**src/rtl/vport_pkg.sv**
```systemverilog
package vport_pkg;

  // Register select codes seen on cpu_reg
  typedef enum logic [1:0] {
    VREG_ADDR = 2'd0,
    VREG_DATA = 2'd1,
    VREG_MOD  = 2'd2,
    VREG_NONE = 2'd3
  } vport_reg_e;

endpackage

```
**src/rtl/vport_seq_timer.sv**
```systemverilog
module vport_seq_timer #(
  parameter int SEQ_LEN    = 16,
  parameter int SLOT_PHASE = 13
) (
  input  logic clk,
  input  logic rst_n,
  output logic slot
);
  localparam int CNT_W = (SEQ_LEN > 1) ? $clog2(SEQ_LEN) : 1;
  localparam logic [CNT_W-1:0] LAST  = CNT_W'(SEQ_LEN - 1);
  localparam logic [CNT_W-1:0] PHASE = CNT_W'(SLOT_PHASE);

  logic [CNT_W-1:0] cnt_q;

  always_ff @(posedge clk) begin
    if (!rst_n)             cnt_q <= '0;
    else if (cnt_q == LAST) cnt_q <= '0;
    else                    cnt_q <= cnt_q + 1'b1;
  end

  assign slot = (cnt_q == PHASE);
endmodule

```
**src/rtl/vport_rd_capture.sv**
```systemverilog
module vport_rd_capture #(
  parameter int DATA_W = 16
) (
  input  logic              clk,
  input  logic              rst_n,
  input  logic              rd_issue,
  input  logic [DATA_W-1:0] mem_rdata,
  output logic              rd_valid,
  output logic [DATA_W-1:0] rd_word
);
  // memory answers one cycle after the slot that issued the read
  always_ff @(posedge clk) begin
    if (!rst_n) rd_valid <= 1'b0;
    else        rd_valid <= rd_issue;
  end

  assign rd_word = mem_rdata;
endmodule

```
**src/rtl/vport_regfile.sv**
```systemverilog
module vport_regfile
  import vport_pkg::*;
#(
  parameter int ADDR_W = 16,
  parameter int DATA_W = 16
) (
  input  logic              clk,
  input  logic              rst_n,
  input  logic              addr_wr,
  input  logic              data_wr,
  input  logic              mod_wr,
  input  logic [DATA_W-1:0] cpu_wdata,
  input  logic              commit,
  input  logic              rd_valid,
  input  logic [DATA_W-1:0] rd_word,
  output logic [ADDR_W-1:0] addr_q,
  output logic [ADDR_W-1:0] mod_q,
  output logic [DATA_W-1:0] wdata_q,
  output logic [DATA_W-1:0] rlatch_q,
  output logic              pend_q
);
  // address step with wrap inside the address space
  function automatic logic [ADDR_W-1:0] step_addr(
    input logic [ADDR_W-1:0] base,
    input logic [ADDR_W-1:0] stride
  );
    return base + stride;
  endfunction

  always_ff @(posedge clk) begin
    if (!rst_n)       addr_q <= '0;
    else if (addr_wr) addr_q <= cpu_wdata[ADDR_W-1:0];
    else if (commit)  addr_q <= step_addr(addr_q, mod_q);
  end

  always_ff @(posedge clk) begin
    if (!rst_n)      mod_q <= ADDR_W'(1);
    else if (mod_wr) mod_q <= cpu_wdata[ADDR_W-1:0];
  end

  always_ff @(posedge clk) begin
    if (!rst_n)       wdata_q <= '0;
    else if (data_wr) wdata_q <= cpu_wdata;
  end

  always_ff @(posedge clk) begin
    if (!rst_n)       pend_q <= 1'b0;
    else if (data_wr) pend_q <= 1'b1;
    else if (commit)  pend_q <= 1'b0;
  end

  always_ff @(posedge clk) begin
    if (!rst_n)        rlatch_q <= '0;
    else if (rd_valid) rlatch_q <= rd_word;
  end
endmodule

```
**src/rtl/vram_cpu_port.sv**
```systemverilog
module vram_cpu_port
  import vport_pkg::*;
#(
  parameter int ADDR_W     = 16,
  parameter int DATA_W     = 16,
  parameter int SEQ_LEN    = 16,
  parameter int SLOT_PHASE = 13
) (
  input  logic              clk,
  input  logic              rst_n,
  input  logic              cpu_sel,
  input  logic              cpu_wr,
  input  logic [1:0]        cpu_reg,
  input  logic [DATA_W-1:0] cpu_wdata,
  output logic [DATA_W-1:0] cpu_rdata,
  output logic              wr_pending,
  output logic              mem_en,
  output logic              mem_we,
  output logic [ADDR_W-1:0] mem_addr,
  output logic [DATA_W-1:0] mem_wdata,
  input  logic [DATA_W-1:0] mem_rdata
);
  // named internal events
  logic              evt_slot;
  logic              evt_addr_wr;
  logic              evt_data_wr;
  logic              evt_mod_wr;
  logic              evt_commit;
  logic              evt_rd_issue;
  logic              evt_rd_valid;
  logic [DATA_W-1:0] rd_word;
  logic [ADDR_W-1:0] addr_q;
  logic [ADDR_W-1:0] mod_q;
  logic [DATA_W-1:0] wdata_q;
  logic [DATA_W-1:0] rlatch_q;
  logic              pend_q;
  vport_reg_e        sel_reg;

  assign sel_reg     = vport_reg_e'(cpu_reg);
  assign evt_addr_wr = cpu_sel && cpu_wr && (sel_reg == VREG_ADDR);
  assign evt_data_wr = cpu_sel && cpu_wr && (sel_reg == VREG_DATA);
  assign evt_mod_wr  = cpu_sel && cpu_wr && (sel_reg == VREG_MOD);

  vport_seq_timer #(
    .SEQ_LEN    (SEQ_LEN),
    .SLOT_PHASE (SLOT_PHASE)
  ) u_timer (
    .clk  (clk),
    .rst_n(rst_n),
    .slot (evt_slot)
  );

  assign evt_commit   = evt_slot && pend_q;
  assign evt_rd_issue = evt_slot && !pend_q;

  vport_rd_capture #(
    .DATA_W(DATA_W)
  ) u_capture (
    .clk      (clk),
    .rst_n    (rst_n),
    .rd_issue (evt_rd_issue),
    .mem_rdata(mem_rdata),
    .rd_valid (evt_rd_valid),
    .rd_word  (rd_word)
  );

  vport_regfile #(
    .ADDR_W(ADDR_W),
    .DATA_W(DATA_W)
  ) u_regs (
    .clk      (clk),
    .rst_n    (rst_n),
    .addr_wr  (evt_addr_wr),
    .data_wr  (evt_data_wr),
    .mod_wr   (evt_mod_wr),
    .cpu_wdata(cpu_wdata),
    .commit   (evt_commit),
    .rd_valid (evt_rd_valid),
    .rd_word  (rd_word),
    .addr_q   (addr_q),
    .mod_q    (mod_q),
    .wdata_q  (wdata_q),
    .rlatch_q (rlatch_q),
    .pend_q   (pend_q)
  );

  always_comb begin
    unique case (sel_reg)
      VREG_ADDR: cpu_rdata = DATA_W'(addr_q);
      VREG_DATA: cpu_rdata = rlatch_q;
      VREG_MOD:  cpu_rdata = DATA_W'(mod_q);
      default:   cpu_rdata = '0;
    endcase
  end

  assign wr_pending = pend_q;
  assign mem_en     = evt_slot;
  assign mem_we     = evt_commit;
  assign mem_addr   = addr_q;
  assign mem_wdata  = wdata_q;
endmodule

```
**config.mk**
```make
export PLATFORM = sky130hd
export DESIGN_NAME = vram_cpu_port
export DESIGN_NICKNAME = d
export VERILOG_FILES = /design/src/rtl/vport_pkg.sv /design/src/rtl/vport_seq_timer.sv /design/src/rtl/vport_rd_capture.sv /design/src/rtl/vport_regfile.sv /design/src/rtl/vram_cpu_port.sv
export SDC_FILE = /design/constraint.sdc
export NUM_CORES = 1
export LEC_CHECK = 0
export ABC_AREA = 1
export BUFFER_PORTS_ARGS = -buffer_cell sky130_fd_sc_hd__clkbuf_2
export CAP_MARGIN = 25
export CORE_MARGIN = 1
export CORE_UTILIZATION = 50
export DETAILED_ROUTE_END_ITERATION = 7
export GPL_TIMING_DRIVEN = 0
export PLACE_DENSITY = 0.76
export SYNTH_ARGS = -nofsm -noshare
export SYNTH_HDL_FRONTEND = slang
export SYNTH_SLANG_ARGS = --single-unit
```
**constraint.sdc**
```tcl
create_clock -name clk -period 2.14 [get_ports clk]
set_input_delay 0.107 -clock clk [delete_from_list [all_inputs] [get_ports clk]]
set_output_delay 0.107 -clock clk [all_outputs]
set_load 0.02 [all_outputs]
```
# Word level (Yosys, flattened, before mapping)
# Index checks and enable logic that the tools add are counted.
# word_totals
output_inout_bits	51
word_cells	30
reg_bits	70
inputBits	38
# classes
add_sub_neg	2
muxes	5
eq_ne	4
n_reduce_logical	11
n_bitwise	1
# ops
operator	count
$pmux 16 s3	1
$mux 16	2
$add 16x16->16	1
$eq 4x4->1 const B	2
$logic_and 1x1->1	6
$add 4x1->4 const B	1
$reduce_bool 2->1	2
$eq 2x1->1 const B	1
$eq 2x2->1 const B	1
$logic_not 2->1	1
$mux 1	2
$reduce_or 2->1	1
$logic_not 1->1	1
$not 1->1	1

# Depth between registers and ports, before layout
# Gate-level depths: netlist (run 1).
# depth
word_depth	4
ltp_mapped	11
ltp_nobuf	11

# Hierarchy
# Synthesis (run 1) repeated with hierarchy kept, for this count alone.
# unflattened
hier_cells	582
area_unflattened_um2	4000.1
# modules_own_cells
mod	cells_per_inst	seq_area_each_um2	n_inst	area_each_um2
vport_regfile	461	1301.2	1	3255.6
vram_cpu_port	82	0.0	1	422.9
vport_seq_timer	20	80.1	1	173.9
vport_rd_capture	19	20.0	1	147.6

# Worst setup path before layout (run 1)
# OpenSTA, ideal clock, no wires.
# synth_timing
kind	register to register
start	register u_regs.addr_q[0]
end	register u_regs.addr_q[6]
path_stages_with_launch	10
period_less_slack_ns	1.836
required_ns	2.012
setup_ns	0.128
slack_ns	0.304
t_arrival_ns	1.708
cell_sequence	dfxtp_1 > ha_1 > fa_1 > nand2_1 > nand2_1 > nand3b_1 > nand2_1 > or2_2 > a31oi_1 > nor2_1
# synth_via
elab_chain_len	3
# synth_rtl
item	line_no	rtl
start, declared	vport_regfile.sv:16	output logic [ADDR_W-1:0] addr_q,
start signal, assigned	vport_regfile.sv:32	else if (addr_wr) addr_q <= cpu_wdata[ADDR_W-1:0];
start signal, assigned	vport_regfile.sv:33	else if (commit) addr_q <= step_addr(addr_q, mod_q);
$add 16x16->16	vport_regfile.sv:27	return base + stride;
$mux 16	vport_regfile.sv:33	
$mux 16	vport_regfile.sv:32	
# No other way between the ends. The select of a mux whose other input is x is not followed.
# A chain may end at the register's enable or synchronous reset.

# Final worst setup path (run 1)
# Ends and elaborated chain as after synthesis.

==> results of run 1 <==
[cell usage in the layout, fill, tap and decap left out, types with 15 or more instances in the layout]
master                          instances
sky130_fd_sc_hd__nand2_1              137
sky130_fd_sc_hd__nor2_1                66
sky130_fd_sc_hd__o21ai_0               48
sky130_fd_sc_hd__nand3_1               23
sky130_fd_sc_hd__dfxtp_1               70
sky130_fd_sc_hd__a21oi_1               40
sky130_fd_sc_hd__clkbuf_2              88
sky130_fd_sc_hd__inv_1                 76
sky130_fd_sc_hd__dlygate4sd3_1         15
sky130_fd_sc_hd__ha_1                  17
[synth_stat cells (2+ instances only)]
| cell | n |
|---|---|
| sky130_fd_sc_hd__xnor2_1 | 2 |
| sky130_fd_sc_hd__a21oi_1 | 40 |
| sky130_fd_sc_hd__nor2_1 | 66 |
| sky130_fd_sc_hd__nand3_1 | 23 |
| sky130_fd_sc_hd__a31oi_1 | 7 |
| sky130_fd_sc_hd__o21ai_0 | 48 |
| sky130_fd_sc_hd__ha_1 | 17 |
| sky130_fd_sc_hd__dfxtp_1 | 70 |
| sky130_fd_sc_hd__nand2_4 | 2 |
| sky130_fd_sc_hd__o211ai_1 | 11 |
| sky130_fd_sc_hd__or2_2 | 3 |
| sky130_fd_sc_hd__or2_1 | 2 |
| sky130_fd_sc_hd__nor2_4 | 2 |
| sky130_fd_sc_hd__buf_6 | 4 |
| sky130_fd_sc_hd__xor2_1 | 2 |
| sky130_fd_sc_hd__nand2_1 | 137 |
| sky130_fd_sc_hd__buf_2 | 4 |
| sky130_fd_sc_hd__o22ai_1 | 11 |
| sky130_fd_sc_hd__nor3_1 | 4 |
| sky130_fd_sc_hd__nand3b_1 | 4 |
| sky130_fd_sc_hd__inv_1 | 76 |
| sky130_fd_sc_hd__clkbuf_1 | 10 |
[cell families after synthesis]
group / share of synthesized area [%]
buffers and inverters: 10.6
adders and majority gates: 6.16
and+or+nand+nor: 28.2
AOI/OAI and AO/OA: 17.0
xor gates and xnor gates: 0.927
DFF: 37.1
[worst max-delay path by stage]
stage,slack [ns],startpoint,cells after the start,endpoint
2_1_floorplan,0.30,u_regs.addr_q[0],9,u_regs.addr_q[6]
6_report,0.19,u_regs.addr_q[0],9,u_regs.addr_q[6]
4_1_cts,0.20,u_regs.addr_q[0],9,u_regs.addr_q[6]
3_3_place_gp,0.25,u_regs.addr_q[0],9,u_regs.addr_q[6]
3_5_place_dp,0.22,u_regs.addr_q[0],9,u_regs.addr_q[6]
5_1_grt,0.08,u_regs.addr_q[0],9,u_regs.addr_q[6]
[flip-flops by register name (all words and copies together), names as in the netlist]
name	flops
u_capture.rd_valid	1
u_regs.addr_q	16
u_regs.mod_q	16
u_regs.pend_q	1
u_regs.rlatch_q	16
u_regs.wdata_q	16
u_timer.cnt_q	4
[per-layer routing]
metal	global-route usage (%)	up-vias	wire length [um]
met5	0	-	0
met4	11.0	0	250
met3	4.34	23	587
met2	47.8	161	5110
met1	35.2	1869	4700
li1	-	2018	-
[worst max-delay path, stage by stage (launching register included)]
cell and delay [ns]:
sky130_fd_sc_hd__dfxtp_1 0.34, sky130_fd_sc_hd__ha_1 0.24, sky130_fd_sc_hd__fa_1 0.38, sky130_fd_sc_hd__nand2_1 0.09
sky130_fd_sc_hd__nand2_1 0.07, sky130_fd_sc_hd__nand3b_1 0.08, sky130_fd_sc_hd__nand2_1 0.11, sky130_fd_sc_hd__or2_2 0.30
sky130_fd_sc_hd__a31oi_1 0.16, sky130_fd_sc_hd__nor2_1 0.05
[power groups by stage]
stage                     clock, uW  sequential (uW)  combinational [uW]
after floorplan                   0             1410                 150
after global placement            0             1390                 270
after detailed placement          0             1390                 275
after CTS                      1100             1360                 298
after global routing           1140             1370                 334
final                          1090             1360                 301
[repair_timing]
action / CTS / global route
hold buffers: 15 / 0
endpoints found under the hold margin: 15 / 0
resized for setup: 0 / 0
[cell type report]
cell class,instances,area (um^2),share of cell area [%]
flip-flops and latches,70,1400,29.9
multi-input cells,390,1980,42.1
well taps,99,124,2.64
repair buffers,103,591,12.6
plain buffers,18,103,2.19
clock buffers,10,128,2.72
clock inverters,6,70.1,1.49
inverters,79,299,6.38
[metrics by stage]
stage | area, um^2 | utilization (%)
floorplan | 3780 | -
global placement | 4340 | 59.6
detailed placement | 4340 | 59.6
CTS | 4690 | 64.3
global route | 4690 | 64.3
finish | 4690 | 64.3
==> run summary, run 1 <==
The run finished with clean final reports. The number of inserted filler cells in the final layout came out at 706. Setup repair after global routing left no endpoint under its margin. The number of antenna violations at the first check in global routing came out at 0. The tools report the kind of end point of the critical path as a flop.

Before CTS, the worst setup slack after placement is 0.218 ns. The number of synthesized flops with an enable pin works out to 0. For the pin with the worst max-slew slack, the measured transition is 0.494 ns.

The predominant post-synthesis flop cell was sky130_fd_sc_hd__dfxtp_1. Per report_power, the clock group accounts for 39.6% of the total. The average instance in the mapped netlist occupies 6.78 um^2. Sequential cells burn 49.5% of the power.

Synthesis instantiated 34 different standard cells from the library. The final worst clock skew was 0.0106 ns; the share of flip-flops with an asynchronous set or reset was 0%. For this run, the number of Yosys warnings is 0.

The tool flagged a number of max-cap violations equal to 0. Based on the critical path, the design can be clocked at up to 0.514 GHz. Worst hold path stage count: 3. The H-tree was split into 3 levels. Across all setup checks in the final design, the least slack found is 0.193 ns.

At the end of routability-driven placement, the weighted congestion stood at 0.949. The placement row count is 31. The total net switching power was 755 uW. The overall die width works out to 88.9 um. Setup violations remaining at the end of the flow were counted as 0. The final critical path takes up 91.0% of the cycle.

The run gives 3618 as the number of global-route vias before repair. The sum of routed wire length over all layers is 10600 um. At the worst endpoint, the required time is 2.36 ns. The tools report the worst min-delay path endpoint as u_regs.rlatch_q[9].

The critical path data arrival time is 2.17 ns, and the leakage dissipation is 0.00237 uW. The count of placed standard cells in the final layout, fillers left out came out at 775. The fraction of final layout cells with drive strength greater than 1 is 18.3%, and the post-synthesis sequential area ratio is 37.1%. Net switching is 27.4% of the power.

Across the VDD grid, the largest voltage drop is 0.488 mV. The worst register-to-register path has a setup slack of 0.19 ns. The number of primary I/O pins was 89; the number of diodes was 0.

Summed over all failing endpoints, the final setup total negative slack is 0 ns. The logs give 8 for the number of iterations in the first detailed-routing pass and 67.1% for the remaining max-slew budget at the tightest pin. The nature of the critical path startpoint is a flop. The number of antenna-violating nets in the routed design is 0, and the detailed-route via count is 4071.

Floorplan die area: 7910 um^2. The first global-routing pass estimated 16700 um of wire. The synthesized design contains 70 register bits. Dividing total power by cell area gives a power density of 587 nW/um^2. The design draws 2750 uW. Of the total power, combinational logic draws 10.9%. The share of Yosys cell area claimed by the top area cell type came out at 37.1%. The tightest min-delay check is of the primary input to flop type. The startpoint identified for the worst hold timing path is mem_rdata[9]. The final count of pins violating max slew is 0, and the gate count after technology mapping is 557. The startpoint identified for the worst register-to-register timing path is u_regs.addr_q[0]. The final count of hold timing violations was 0; the maximum number of pins on one net before global-route repair was 14. Of all nets on the critical path, the largest fanout is 4. Using the TritonRoute via totals, the vias-per-cell ratio works out to 5.25.

The core region is 7290 um^2. The library cell with the largest summed area after synthesis is sky130_fd_sc_hd__dfxtp_1. After global routing the overflow that remains totals 0. In the final routed layout, each cell accounts on average for 13.7 um.

The post-route minimum period is 1.95 ns. The run gives 0.35 ns as the clock network latency to the later pin of the worst-skew pair. Measured in cells, the most critical reg-to-reg path has a length of 9. The number of buffers inserted by port buffering is 88, and the number of nets in the layout is 727. Ranked by total cell area, the synthesized netlist is headed by sky130_fd_sc_hd__dfxtp_1, sky130_fd_sc_hd__nand2_1, sky130_fd_sc_hd__inv_1, sky130_fd_sc_hd__nor2_1, sky130_fd_sc_hd__o21ai_0. From synthesis to final layout, the design area changed by 24.1%. Once the clock tree was built, the setup fixing pass inserted 0 buffers.

Clock-pin slew was measured on the worst setup and hold paths at 0.08 ns. After synthesis the cells add up to 3780 um^2. For this run, design rule violations remaining after detail routing come to 0.

TritonCTS built the clock tree. The worst register-to-register path ends at u_regs.addr_q[6]. The wire-length estimate of the detail-placed layout is 8350 um. Counting along the longest clock path gives a buffer depth of 2. The path type of the worst setup path is flop to flop.

The overall die height works out to 88.9 um. Once the floorplan was initialized, standard cells occupied 51.8% of the core. The run gives 2000 uW as the internal cell power. Clock tree synthesis selected as its root buffer the cell sky130_fd_sc_hd__clkbuf_8. In this run, placement finished with an instance count of 744. The synthesized netlist net count came out at 613. The starting DRC count in detailed routing is 252, and the number of sinks handled by clock tree synthesis is 70. The minimum hold slack is 0.0138 ns, and the CTS buffer count is 9. Global-route usage over all layers: 27.8%.
(Power assumes the default switching activity.)
==> inputs of run 2 (changes only) <==
PLACE_DENSITY = 0.82   (was 0.76)
==> run 2 against run 1 <==
  * Critical path depth stayed put
  * Flip-flop and latch count stayed put
  * Via count shrank 0.15%
  * Clock skew barely moved
  * Cell count increased by 0.13%
  * Clock power rose by 11%
  * First-iteration DRC count decreased by 9.9%
  * Combinational power grew 1%
  * Hold slack lost 0.0049 ns
  * Count of clock-buffer cells in the layout unchanged
  * Global-route usage grew 0.54 points
  * Largest cell class unchanged
  * Critical endpoint unchanged
  * Design area up 0.77%
==> run summary, run 2 (same netlist as run 1, synthesis figures left out) <==
The run gives 3638 (+0.55%) as the number of global-route vias before repair. The tools report the max capacitance violation total as 0 (unchanged). The tools report the sum of routed wire length over all layers as 10800 um (+2.0%). The overall die width was 88.9 um (unchanged).

The number of buffers inserted by port buffering came out at 88 (unchanged). STA classifies the critical path endpoint as a flop. The tightest min-delay check is of the primary input to flop type. The floorplan die area was 7910 um^2 (unchanged).

The via count normalized by instance count is 5.24 (-0.28%). The average wire per standard cell is 14.0 um (+1.8%). The peak supply drop is 0.354 mV (-28%), and the clock network latency to the later pin of the worst-skew pair is 0.35 ns (about the same). The run gives 0 (unchanged) as the number of antenna violations at the first check in global routing.

The detailed-route via count is 4065 (-0.15%). The final count of hold timing violations was 0 (unchanged). The maximum number of pins on one net before global-route repair is 14 (unchanged), and the final sum of negative setup slack is 0 ns (unchanged). Multi-input logic area: 1980 um^2 (+0.13%). The critical-path maximum fanout is 4 (unchanged), and the overall die height is 88.9 um (unchanged). The post-route minimum period came out at 1.98 ns (+0.0349 ns).

The slew at the pin closest to its max-slew limit is 0.582 ns (+0.0876 ns). For the final count of pins violating max slew, the log shows 0 (unchanged). Leaving out fill and tap cells, the most frequent cell in the layout is sky130_fd_sc_hd__nand2_1.

The number of levels the H-tree was split into was 3 (unchanged). The remaining max-slew budget at the tightest pin was 61.2% (-5.8 points); the initial cell density of the core was 51.8% (unchanged). Area of the placeable core: 7290 um^2 (unchanged). For the critical path data arrival time, the log shows 2.20 ns (+0.03 ns). The power density normalized to cell area is 608 nW/um^2 (+3.6%). The maximum clock rate is 0.505 GHz (-1.8%), and the CTS buffer count is 9 (unchanged). The maximum number of buffers from clock root to sink was 2 (unchanged). The path type of the worst setup path was flop to flop. The run gives 0 (unchanged) as the post-detailed-route DRC marker count. For the detailed-placement wirelength estimate, the log shows 8280 um (-0.83%). The placement row count was 31 (unchanged); the share of the clock period used by the worst path after layout was 92.6% (+1.6 points).

Total cell area at the placement stage: 4340 um^2 (unchanged). The wire length of the first global-routing pass is 17000 um (+1.8%). The tools report the area of all placed cells without fillers as 4730 um^2 (+0.77%). The tools report the leakage dissipation as 0.00239 uW (+0.89%).

The flow ran to the end, and the final reports show no timing, DRC or antenna violations. TritonCTS built the clock tree. Clock transition at the registers of the reported paths: 0.07 ns (about the same). The run gives 0 (unchanged) as the remaining global-route overflow. The routability-driven placement congestion ratio came out at 0.911 (-4.0%).

In the layout the commonest cells are sky130_fd_sc_hd__nand2_1, sky130_fd_sc_hd__clkbuf_2, sky130_fd_sc_hd__inv_1. The fraction of final layout cells with drive strength greater than 1 came out at 18.5% (+0.12 points). The tree is rooted in a sky130_fd_sc_hd__clkbuf_8.

The global-route usage over all layers was 28.3% (+0.54 points). The final worst clock skew came out at 0.0108 ns (+0.000191 ns). The total setup violations reported at the end of the flow was 0 (unchanged). The number of diodes is 0 (unchanged), and the growth of design area from synthesis to finish is 25.1%. The tools report the number of sinks handled by clock tree synthesis as 70 (unchanged). The tools report the starting DRC count in detailed routing as 227 (-9.9%). The data required time at the worst endpoint is 2.36 ns (about the same), and the register cell area after layout is 1400 um^2 (unchanged).

For the number of inserted filler cells in the final layout, the log shows 664 (-5.9%). Setup repair after global routing left no endpoint under its margin. Number of nets in the layout: 728 (+0.14%). Number of iterations in the first detailed-routing pass: 5 (-3). The run gives 89 (unchanged) as the number of primary I/O pins. The tools report the nature of the critical path startpoint as a flop. The number of antenna-violating nets in the routed design was 0 (unchanged).
==> run 2: cell types whose count changed in the layout (fill, tap and decap cells not counted), sizes merged <==
cell         change
inv              -1
clkinvlp         -2
clkinv           +2
bufinv           +1
dlygate4sd3      +1
==> run 2: area by class of cell <==
| class | count | area share [%] |
|---|---|---|
| well taps | 99 | 2.62 |
| inverters | 79 | 6.33 |
| plain buffers | 18 | 2.17 |
| clock buffers | 10 | 2.70 |
| repair buffers | 104 | 12.7 |
| flip-flops and latches | 70 | 29.6 |
| multi-input cells | 390 | 41.8 |
| clock inverters | 6 | 1.99 |
==> run 2: through the flow <==
step           hold WS [ns]  setup slack (ns)  cells  power (uW)  util [%]
5_1_grt              0.0288            0.0394    776        2960      64.8
4_1_cts             0.00971             0.149    776        2870      64.8
6_report            0.00893             0.158    776        2870      64.8
3_3_place_gp          0.329             0.237    744        1660      59.6
2_1_floorplan         0.233             0.304    557        1560         -
3_5_place_dp          0.335             0.224    744        1670      59.6
==> run 2: timing repair <==
| action | 4_1_cts | 5_1_grt |
|---|---|---|
| buffers inserted | 0 | 0 |
| hold buffers | 16 | 0 |
| hold endpoints to repair | 16 | 0 |
| endpoints found under the setup margin | 0 | 1 |
| gates resized for setup | 0 | 1 |
==> run 2: worst max-delay path, cell delays in order, from the launching register on <==
cell and delay (ns):
sky130_fd_sc_hd__dfxtp_1 0.35, sky130_fd_sc_hd__ha_1 0.24, sky130_fd_sc_hd__fa_1 0.38, sky130_fd_sc_hd__nand2_1 0.10
sky130_fd_sc_hd__nand2_1 0.07, sky130_fd_sc_hd__nand3b_1 0.10, sky130_fd_sc_hd__nand2_2 0.09, sky130_fd_sc_hd__or2_2 0.28
sky130_fd_sc_hd__a31oi_1 0.18, sky130_fd_sc_hd__nor2_1 0.07
==> run 2: layer usage <==
metal / up-vias / track usage, % / part of all wire, %
met2: 177 / 48.8 / 47
met4: 0 / 11.1 / 2.5
li1: 2031 / - / -
met1: 1834 / 35.0 / 43
met3: 23 / 5.72 / 7.1
met5: - / 0 / 0
==> run 2: final timing paths <==
check	endpoint	slack [ns]	from	depth (start not counted)
worst max-delay path	u_regs.addr_q[6]	0.16	u_regs.addr_q[0]	9
worst min-delay path	u_regs.mod_q[0]	0.009	cpu_wdata[0]	3
worst max register to register	u_regs.addr_q[6]	0.16	u_regs.addr_q[0]	9
worst min register to register	u_timer.cnt_q[0]	0.48	u_timer.cnt_q[0]	1
==> run 2: report_power, final <==
group          total, uW  internal (uW)  switching [uW]  leakage, uW
Sequential          1360           1330            28.4     0.000567
Clock               1210            665             542     0.000107
Combinational        305            120             185      0.00172
Total               2870           2120             756      0.00239
==> inputs of run 3 (changes only) <==
BUFFER_PORTS_ARGS = -buffer_cell sky130_fd_sc_hd__buf_2   (was -buffer_cell sky130_fd_sc_hd__clkbuf_2)
==> run 3 against run 2 <==
  * Register-to-register slack lost 0.03 ns
  * Clock skew grew 0.0027 ns
  * Maximum frequency shrank 1.5%
==> run summary, run 3 (same netlist as run 1, synthesis figures left out) <==
Relative to the synthesized area, the layout overhead comes to 24.4%. The logs give 0.13 ns (-0.03 ns) for the slack of the worst reg-to-reg path and 11000 um (+1.5%) for the sum of routed wire length over all layers. The logs give 4114 (+1.2%) for the detailed-route via count and 0.0135 ns (+0.00269 ns) for the final worst clock skew. The area of all placed cells without fillers is 4700 um^2 (-0.53%).

The worst hold path stage count works out to 3 (unchanged). The area of the placeable core is 7290 um^2 (unchanged), and the clock network latency to the later pin of the worst-skew pair is 0.36 ns (about the same). The logs give 17300 um (+1.7%) for the wire length of the first global-routing pass and 0 (unchanged) for the number of diodes.

Start point of the worst hold path: mem_rdata[5]. The tools report the total cell area at the placement stage as 4340 um^2 (unchanged). The maximum number of buffers from clock root to sink was 2 (unchanged); the length in cells of the worst reg-to-reg path was 9 (unchanged).

The post-route minimum period works out to 2.01 ns (+0.0303 ns). TritonCTS built the clock tree. Leakage dissipation: 0.00242 uW (+1.2%).

For the post-CTS setup repair buffer count, the log shows 0 (unchanged). The via count normalized by instance count works out to 5.32 (+1.6%). The number of nets in the layout was 725 (-0.41%); the number of antenna violations at the first check in global routing was 0 (unchanged). The tools report the worst min-delay path endpoint as u_regs.rlatch_q[5].

The number of gates resized after cts is 0 (unchanged). The number of iterations in the first detailed-routing pass is 6 (+1). The kind of end point of the critical path is a flop. The overall die height was 88.9 um (unchanged). The worst register-to-register path begins at u_regs.addr_q[0]. The data required time at the worst endpoint was 2.36 ns (about the same); the placement row count was 31 (unchanged).

In the layout the commonest cells are sky130_fd_sc_hd__nand2_1, sky130_fd_sc_hd__buf_2, sky130_fd_sc_hd__inv_1. For the number of inserted filler cells in the final layout, the log shows 686 (+3.3%). For the remaining global-route overflow, the log shows 0 (unchanged). The root buffer cell chosen for the clock tree is sky130_fd_sc_hd__clkbuf_8. The global-route usage over all layers is 28.7% (+0.34 points), and the max capacitance violation total is 0 (unchanged). The maximum clock rate came out at 0.497 GHz (-1.5%). The detailed-placement wirelength estimate is 8390 um (+1.3%), and the number of global-route vias before repair is 3740 (+2.8%). For the number of levels the H-tree was split into, the log shows 3 (unchanged). The tools report the routability-driven placement congestion ratio as 0.901 (-1.2%). The critical path data arrival time is 2.23 ns (+0.03 ns), and the starting DRC count in detailed routing is 302 (+33%). The peak supply drop is 0.468 mV (+32%). Clock transition at the registers of the reported paths: 0.08 ns (about the same). The critical-path maximum fanout is 4 (unchanged), and the number of buffers inserted by port buffering is 88 (unchanged). The fraction of final layout cells with drive strength greater than 1 is 18.5% (+0.082 points), and the final sum of negative setup slack is 0 ns (unchanged). Capture instance of the worst register-to-register path: u_regs.addr_q[6]. The power density normalized to cell area is 619 nW/um^2 (+1.7%), and the final count of pins violating max slew is 0 (unchanged). The slew at the pin closest to its max-slew limit is 0.554 ns (-0.0274 ns). The share of the core filled with cells in the final layout came out at 64.5% (-0.34 points). The logs give 13 (-3) for the number of buffers added to fix hold violations after cts and 15 (+1) for the maximum number of pins on one net before global-route repair.

Setup repair after global routing left no endpoint under its margin. For the number of sinks handled by clock tree synthesis, the log shows 70 (unchanged). The overall die width was 88.9 um (unchanged); the number of primary I/O pins was 89 (unchanged). Initial cell density of the core: 51.8% (unchanged).

By startpoint and endpoint, the worst setup path is classified as flop to flop. The tools report the CTS buffer count as 9 (unchanged). The floorplan die area was 7910 um^2 (unchanged). The average wire per standard cell is 14.2 um (+1.9%). The run finished with clean final reports.

The path class of the tightest hold or removal check is primary input to flop. For the remaining max-slew budget at the tightest pin, the log shows 63.0% (+1.8 points). STA classifies the critical path startpoint as a flop. The share of the clock period used by the worst path after layout came out at 94.0% (+1.4 points).

The number of antenna-violating nets in the routed design came out at 0 (unchanged). The library cell used most frequently in the layout, excluding fill and tap cells, is sky130_fd_sc_hd__nand2_1. The total setup violations reported at the end of the flow is 0 (unchanged), and the final count of hold timing violations is 0 (unchanged). Post-detailed-route DRC marker count: 0 (unchanged).
## run 3: cell types whose count changed in the layout (fill, tap and decap cells not counted)
| cell | previous run | this run |
|---|---|---|
| sky130_fd_sc_hd__buf_2 | 4 | 92 |
| sky130_fd_sc_hd__clkbuf_1 | 11 | 10 |
| sky130_fd_sc_hd__clkbuf_2 | 88 | 0 |
| sky130_fd_sc_hd__clkinv_4 | 2 | 1 |
| sky130_fd_sc_hd__dlygate4sd3_1 | 16 | 13 |
| sky130_fd_sc_hd__inv_6 | 1 | 2 |
| sky130_fd_sc_hd__inv_8 | 0 | 1 |
| sky130_fd_sc_hd__nand2_1 | 136 | 137 |
| sky130_fd_sc_hd__nand2_2 | 2 | 1 |
## run 3: worst max-delay path by stage
stage	cells past startpoint	start	to
2_1_floorplan	9	u_regs.addr_q[0]	u_regs.addr_q[6]
3_3_place_gp	9	u_regs.addr_q[0]	u_regs.addr_q[6]
3_5_place_dp	9	u_regs.addr_q[0]	u_regs.addr_q[6]
4_1_cts	9	u_regs.addr_q[0]	u_regs.addr_q[6]
5_1_grt	9	u_regs.addr_q[0]	u_regs.addr_q[6]
6_report	9	u_regs.addr_q[0]	u_regs.addr_q[6]
## run 3: cell type report
class	count	area [um^2]	area share [%]
Timing Repair Buffer	101	571	12.1
Inverter	79	299	6.36
Buffer	18	103	2.18
Clock inverter	7	105	2.24
Clock buffer	9	124	2.63
Multi-Input combinational cell	390	1980	42.0
Tap cell	99	124	2.63
Sequential cell	70	1400	29.8
## run 3: per-stage QoR
step | hold slack (ns) | worst slack (ns) | std cells | power (uW)
after floorplan | 0.233 | 0.304 | 557 | 1560
after global placement | 0.328 | 0.238 | 744 | 1660
after detailed placement | 0.336 | 0.210 | 744 | 1670
after CTS | 0.0000605 | 0.151 | 773 | 2900
after global routing | 0.00936 | 0.0269 | 773 | 3010
final | 0.00487 | 0.128 | 773 | 2910
## run 3: power breakdown
| group | switching [uW] | internal [uW] | leakage, uW |
|---|---|---|---|
| registers | 28.4 | 1330 | 0.000567 |
| clock network | 572 | 675 | 0.000112 |
| logic | 183 | 117 | 0.00174 |
| total | 784 | 2130 | 0.00242 |
## run 3: critical path, stage by stage (launching register included)
cell                       delay [ns]
sky130_fd_sc_hd__dfxtp_1         0.36
sky130_fd_sc_hd__ha_1            0.24
sky130_fd_sc_hd__fa_1            0.38
sky130_fd_sc_hd__nand2_1         0.10
sky130_fd_sc_hd__nand2_1         0.08
sky130_fd_sc_hd__nand3b_1        0.08
sky130_fd_sc_hd__nand2_1         0.11
sky130_fd_sc_hd__or2_2           0.31
sky130_fd_sc_hd__a31oi_1         0.17
sky130_fd_sc_hd__nor2_1          0.06
## run 3: metal layers
layer | track usage (%) | share of wire (%) | up-vias
met5 | 0 | 0 | -
met4 | 9.24 | 2.4 | 0
met3 | 4.71 | 8.1 | 26
met2 | 49.7 | 47 | 211
met1 | 36.7 | 42 | 1868
li1 | - | - | 2009
